$ cat src/rtl/stimer_pkg.sv
package stimer_pkg;
    localparam int TW = 64;
    localparam int HW = TW / 2;

    typedef logic [TW-1:0] tval_t;

    typedef struct packed {
        logic          sel;
        logic          lo;
        logic          hi;
        logic [HW-1:0] data;
    } cmp_wr_t;

    function automatic tval_t merge_half(tval_t cur, logic lo, logic hi, logic [HW-1:0] d);
        tval_t r;
        r = cur;
        if (lo) r[HW-1:0]  = d;
        if (hi) r[TW-1:HW] = d;
        return r;
    endfunction

    function automatic logic due(tval_t t, tval_t c);
        return t >= c;
    endfunction
endpackage

$ cat src/rtl/stimer_cmp_reg.sv
module stimer_cmp_reg
    import stimer_pkg::*;
#(
    parameter logic CHAN = 1'b0
) (
    input  logic    clk,
    input  logic    rst,
    input  cmp_wr_t wr,
    output tval_t   cmp
);
    logic hit;
    assign hit = (wr.sel == CHAN) && (wr.lo || wr.hi);

    always_ff @(posedge clk) begin
        if (rst)      cmp <= '0;
        else if (hit) cmp <= merge_half(cmp, wr.lo, wr.hi, wr.data);
    end

    // an untargeted write leaves the register unchanged
    a_r4_hold: assert property (@(posedge clk) disable iff (rst)
        !hit |=> $stable(cmp));
    // a strobed low half lands
    a_r4_lo_write: assert property (@(posedge clk) disable iff (rst)
        (hit && wr.lo) |=> cmp[HW-1:0] == $past(wr.data));
endmodule

$ cat src/rtl/stimer_channel.sv
module stimer_channel
    import stimer_pkg::*;
(
    input  logic  clk,
    input  logic  rst,
    input  logic  en,
    input  tval_t tnow,
    input  tval_t cmp,
    output logic  pend
);
    always_ff @(posedge clk) begin
        if (rst) pend <= 1'b0;
        else     pend <= en && due(tnow, cmp);
    end

    // a gated channel shows no pending level
    a_r7_gated_low: assert property (@(posedge clk) disable iff (rst)
        !en |=> !pend);
    // all-ones compare drops after wrap to zero
    a_r8_wrap_drop: assert property (@(posedge clk) disable iff (rst)
        (cmp == '1 && tnow == '0) |=> !pend);
endmodule

$ cat src/rtl/stimer_cmp_top.sv
module stimer_cmp_top
    import stimer_pkg::*;
(
    input  logic        clk,
    input  logic        rst,
    input  logic [63:0] time_now,
    input  logic [63:0] time_delta,
    input  logic        m_tce_en,
    input  logic        h_tce_en,
    input  logic        hyp_present,
    input  logic        wr_sel,
    input  logic        wr_lo,
    input  logic        wr_hi,
    input  logic [31:0] wr_data,
    output logic [63:0] s_cmp,
    output logic [63:0] vs_cmp,
    output logic        s_pend,
    output logic        vs_pend
);
    cmp_wr_t wr;
    tval_t   vtime;
    logic    s_en, vs_en;

    assign wr    = '{sel: wr_sel, lo: wr_lo, hi: wr_hi, data: wr_data};
    assign vtime = time_now + time_delta;
    assign s_en  = m_tce_en;
    assign vs_en = m_tce_en && h_tce_en && hyp_present;

    stimer_cmp_reg #(.CHAN(1'b0)) u_s_reg  (.clk(clk), .rst(rst), .wr(wr), .cmp(s_cmp));
    stimer_cmp_reg #(.CHAN(1'b1)) u_vs_reg (.clk(clk), .rst(rst), .wr(wr), .cmp(vs_cmp));

    stimer_channel u_s_ch  (.clk(clk), .rst(rst), .en(s_en),  .tnow(time_now), .cmp(s_cmp),  .pend(s_pend));
    stimer_channel u_vs_ch (.clk(clk), .rst(rst), .en(vs_en), .tnow(vtime),    .cmp(vs_cmp), .pend(vs_pend));

    // both outputs low right after reset
    a_r1_reset_low: assert property (@(posedge clk)
        rst |=> !s_pend && !vs_pend && s_cmp == '0 && vs_cmp == '0);
    // supervisor level follows the compare one edge later
    a_r2_s_level: assert property (@(posedge clk) disable iff (rst)
        (m_tce_en && time_now >= s_cmp) |=> s_pend);
    // virtual level follows the offset time compare
    a_r3_vs_level: assert property (@(posedge clk) disable iff (rst)
        (m_tce_en && h_tce_en && hyp_present && vtime < vs_cmp) |=> !vs_pend);
endmodule

$ cat config.mk
export PLATFORM = sky130hd
export DESIGN_NAME = stimer_cmp_top
export DESIGN_NICKNAME = d
export VERILOG_FILES = /design/src/rtl/stimer_pkg.sv /design/src/rtl/stimer_cmp_reg.sv /design/src/rtl/stimer_channel.sv /design/src/rtl/stimer_cmp_top.sv
export SDC_FILE = /design/constraint.sdc
export NUM_CORES = 1
export LEC_CHECK = 0
export BUFFER_PORTS_ARGS = -buffer_cell sky130_fd_sc_hd__buf_2
export CORE_AREA = 2 2 155 157
export CTS_CLUSTER_SIZE = 8
export DETAILED_ROUTE_END_ITERATION = 8
export DIE_AREA = 0 0 157 159
export GPL_TIMING_DRIVEN = 0
export PLACE_DENSITY = 0.81
export SLEW_MARGIN = 20
export SYNTH_ARGS = -nofsm -noshare
export SYNTH_HDL_FRONTEND = slang
export SYNTH_HIERARCHICAL = 1
export SYNTH_SLANG_ARGS = --single-unit
$ cat constraint.sdc
create_clock -name clk -period 5.9 [get_ports clk]
set_input_delay 1.475 -clock clk [delete_from_list [all_inputs] [get_ports clk]]
set_output_delay 1.475 -clock clk [all_outputs]
set_load 0.03 [all_outputs]
**Word-level counts from Yosys, hierarchy flattened**

Index checks and enable logic that the tools add are counted.

- Bits of input ports: 168
- Output and inout port bits: 130
- Flip-flop bits (word level): 130

- Reduce and logical (&&, ||, !) cells: 11
- $lt $le $gt $ge: 2
- Add/subtract/negate cells: 1
- Bitwise logic cells: 1

Operators with widths:

| kind | number |
|---|---|
| $ge A64 B64 Y1 | 2 |
| $add A64 B64 Y64 | 1 |
| $reduce_and A2 Y1 | 4 |
| $logic_and A1 B1 Y1 | 6 |
| $logic_or A1 B1 Y1 | 1 |
| $not A1 Y1 | 1 |

**Longest topological paths before layout**

- Word-level depth: 3
- Mapped depth: 18

**Cells and area by module**

The synthesis kept the hierarchy.

By module, submodules not included:

| module | area each (sq um) | cells an instance | instances |
|---|---|---|---|
| stimer_cmp_top | 3908.7 | 580 | 1 |
| stimer_channel | 1631.6 | 225 | 2 |
| stimer_cmp_reg at u_s_reg | 2718.9 | 246 | 1 |
| stimer_cmp_reg at u_vs_reg | 2675.1 | 244 | 1 |

**Worst setup path after synthesis**

No wires, ideal clock.

- Path type: input port to flip-flop
- Start point: in time_now[0]
- End point: reg u_vs_ch.pend
- Cell stages on the path: 18
- Required time: 5.813 ns
- Path slack: 1.140 ns
- Arrival: 4.673 ns
- Setup time: 0.087 ns
- Cell sequence: ha_1 -> fa_1 -> a21o_1 -> nand4_1 -> a31o_1 -> a21oi_2 -> a41o_1 -> o31a_4 -> and4bb_1 -> nor3_2 -> xnor2_1 -> ha_1 -> nand2_1 -> nor3_1 -> nand4_1 -> o211ai_1 -> o21ai_0 -> o31ai_1

- Longest elaborated chain between the ends: 3

RTL lines:

| what | line | source |
|---|---|---|
| from (decl) | stimer_cmp_top.sv:6 | `input logic [63:0] time_now,` |
| $add A64 B64 Y64 | stimer_cmp_top.sv:25 | `assign vtime = time_now + time_delta;` |
| net vtime[58] | stimer_cmp_top.sv:21 | `tval_t vtime;` |
| $ge A64 B64 Y1 | stimer_pkg.sv:23 | `return t >= c;` |
| $logic_and A1 B1 Y1 | stimer_channel.sv:13 | `else pend <= en && due(tnow, cmp);` |
| to (signal assigned) | stimer_channel.sv:13 |  |
| to (decl) | stimer_channel.sv:9 | `output logic pend` |

The timed path passes the listed nets, and every way through them passes these cells.
A chain may end at the register's enable or synchronous reset.

**Worst setup path after layout**

- Start point: in time_now[14]
- End point: reg u_vs_ch.pend

Same word-level chain as after synthesis.

==> results.cfg <==
[clock_tree]
cts-root-buf = clkbuf_16
clk_pin_slew_worst_paths_ps = 60
post_cts.repair.setup_buffers = 0
h-tree-depth = 4
cts_made_buffers = 17
clock_sinks = 130
cts_resized = 0
cts_hold_buf = 0
insertion_delay_ps = 440
cts_tree = done
cts.path.max_buffers = 2

[yosys]
syn-cell-area_um2 = 12600
synth_ff_type = dfxtp_1
postSynthAreaPerCell_um2 = 8.27
yosys_register_bits = 130
yosysUniqueCellTypes = 76
synth.area.top_cells = dfxtp_1 21%, ha_1 19%, mux2i_1 10%
yosys.area.top_type = dfxtp_1
synth_edf_count = 0
yosysTopAreaCellShare = 0.207
ys_warn_count = 6
syn_inst = 1520
synth_nets = 1880
async_flop_share = 0
ys_seq_area_frac = 0.207

[timing]
fin_crit_ps = 5650
fin_tns_setup_ps = 0
slew_viol_final = 0
final_hold_viol_count = 0
skew_ps = 7.30
finalCritPeriodShare = 0.958
setup_viol = 0
tightest_slew_ps = 643
relSlewSlack = 0.567
fmax_mhz = 177
rsz0062_at_grt = no

[cells_and_area]
drive_above_1_share = 0.215
area_growth_pct = 20.1
finalNetCount = 2196
final_area_um2 = 15100
fillers = 1989

[grt]
antenna_found_initial = 5
met2_usage = 0.534
grt.overflow.total = 0
grtUsageMet3 = 0.0580
grt_pass1_wl_mm = 63.9
globalRouteMet1Util = 0.421
grt_max_degree = 17
busiest_layer = met2
grt_usage = 0.331
grt_pass1_vias = 12200

[pwr]
comb_power_share = 0.376
p_leak_nw = 7.20
vdd_ir_drop_max_uv = 218
p_per_area_nw_per_um2 = 224
intPower_mw = 2.11
clock_power_share = 0.338
p_seq_frac = 0.286
switching_power_mw = 1.27
swShare = 0.375

[critical_path]
timing.rr.end = u_s_ch/pend
rr_startpoint = u_s_reg/cmp[0]
cpPeakStageDelay_ps = 470
endpoint_kind = flip-flop
worst-path-buf-inv = 2
reg2reg_depth = 7
crit_fanout = 10
path_common_cell = a31oi_1
critical_path_class = input port to flip-flop
path_depth = 18
cpLargestDelayFamily = compound AO/OA/AOI/OAI gates
required_ps = 6190
path_cells = buf_2 -> ha_1 -> buf_2 -> nand4_1 -> nor3_1 -> o2111ai_1 -> a31oi_1 -> nor2b_1 -> o21ai_0 -> a31oi_1 -> xnor2_1 -> ha_1 -> and4_1 -> nor4b_1 -> a221oi_1 -> o21ai_0 -> a31oi_1 -> o31ai_1
crit_arrival_ps = 5940
crit_start = time_now[14]
endpoint = u_vs_ch/pend
r2r_slack_ps = 3290
critPathSlowestCell = o31ai_1
start_kind = input port

[floorplan]
core_um2 = 23200
die_h_um = 159
num_rows = 56
start_util = 0.542
ioPinCount = 298
die_area_um2 = 25000
die_width_um = 157

[min_path]
min_path_type = flip-flop to flip-flop

[placement]
postPlaceCellArea_um2 = 14500
place.gp.congestion = 0.995
dpl.hpwl_mm = 35.1
portBuffers = 297

[detailed_routing]
viasPerCell = 5.67
remaining_drc_errors = 0
post_drt_wl_per_cell_um = 19.2
totalWireLength_mm = 41.9
drt_iter0_markers = 881
antenna_left = 0
vias = 12300
first_pass_iters = 5

[status]
status = completed

[job]
max_cap_violations = 0
==> cell families (layout without fill, tap and decap cells) <==
logic type	Yosys count	in the layout	synth area share
multiplexers	128	128	0.102
other	0	8	0
adder cells (fa/ha/maj)	192	192	0.192
buffers and inverters	225	554	0.0831
flip-flops	130	130	0.207
AND/OR/NAND/NOR	458	458	0.205
AO/OA/AOI/OAI	325	325	0.168
XOR/XNOR	62	62	0.0432
==> through the flow <==
step | hold slack [ps] | util | setup slack (ps) | std cells | power (mW)
after global placement | 474 | 0.623 | 22.3 | 2136 | 2.19
after CTS | 490 | 0.650 | 439 | 2168 | 3.36
after detailed placement | 473 | 0.623 | 44.8 | 2136 | 2.22
after floorplan | 606 | - | 1140 | 1520 | 1.85
after global routing | 511 | 0.650 | 14.0 | 2172 | 3.54
final | 487 | 0.651 | 249 | 2176 | 3.38
==> worst register-to-register path: cells and delay by family, from the launching register on <==
family	cells	cell delay (ps)
AO/OA/AOI/OAI	5	1700
flip-flops	1	350
adder cells (fa/ha/maj)	1	300
AND/OR/NAND/NOR	1	140
==> worst min path at each step <==
stage	endpoint	cells past startpoint	slack (ps)	from
after floorplan	u_s_reg/cmp[26]	2	610	u_s_reg/cmp[26]
after global placement	u_vs_reg/cmp[39]	2	470	u_vs_reg/cmp[39]
after detailed placement	u_vs_reg/cmp[45]	2	470	u_vs_reg/cmp[45]
after CTS	u_vs_reg/cmp[48]	2	490	u_vs_reg/cmp[48]
after global routing	u_vs_reg/cmp[40]	2	510	u_vs_reg/cmp[40]
final	u_vs_reg/cmp[48]	2	490	u_vs_reg/cmp[48]
==> layout make-up <==
class,instances,area (µm²),share of cell area
diodes,8,20.0,0.00133
plain buffers,66,448,0.0297
clock buffers,17,425,0.0282
clock inverters,15,194,0.0129
inverters,159,597,0.0395
multi-input cells,1165,8920,0.591
flip-flops and latches,130,2600,0.172
well taps,319,399,0.0264
repair buffers,297,1490,0.0985
==> power by group through the flow <==
| stage | registers (mW) | logic, mW | clock network (mW) |
|---|---|---|---|
| after CTS | 0.965 | 1.25 | 1.14 |
| after global routing | 0.971 | 1.39 | 1.18 |
| final | 0.966 | 1.27 | 1.14 |
| after global placement | 0.983 | 1.20 | 0 |
| after detailed placement | 0.984 | 1.24 | 0 |
| after floorplan | 1.06 | 0.788 | 0 |
==> cell usage after synthesis (3+ instances only) <==
library cell  count
a211o_1           3
a211oi_1          3
a21o_1           36
a21oi_1         119
a21oi_2           3
a221oi_1         10
a31oi_1          13
and2_1            3
and3_1            8
and4_1            4
buf_12            7
buf_2            17
buf_4             6
buf_6             5
clkbuf_1         27
clkbuf_2          4
dfxtp_1         130
ha_1            191
inv_1           158
mux2i_1         128
nand2_1          92
nand2b_1        200
nand2b_4          3
nand3_1          21
nand4_1          42
nor2_1           41
nor2b_1           9
nor3_1           13
o211ai_1         11
o21a_1           12
o21ai_0          47
o21ai_1          14
o21bai_1         16
o31ai_1           5
or2_2             3
xnor2_1          34
xor2_1           28
==> registers in the layout, summed over array words and instances (netlist names) <==
register,count
u_s_ch/pend,1
u_vs_reg/cmp,64
u_s_reg/cmp,64
u_vs_ch/pend,1
==> metal layers <==
layer	wire length (µm)	share of wire
met2	18900	0.45
met4	2190	0.052
met5	0	0
met1	17600	0.42
met3	3270	0.078
==> cells in the final DEF, fill, tap and decap left out, drive strengths merged, types with 6 or more instances in the layout <==
cell,netlist,layout
nand3,21,21
dfxtp,130,130
o31ai,7,7
inv,158,164
o21bai,16,16
and4,6,6
nand2b,203,203
mux2i,128,128
a31oi,14,14
o21a,12,12
nor3,14,14
xor2,28,28
clkbuf,31,48
xnor2,34,34
buf,35,332
a21o,36,36
nor2b,9,9
nand2,94,94
ha,191,191
nor2,41,41
a21oi,124,124
a221oi,11,11
diode,0,8
o21ai,61,61
nand4,43,43
and3,8,8
o211ai,11,11
(Power assumes the default switching activity.)
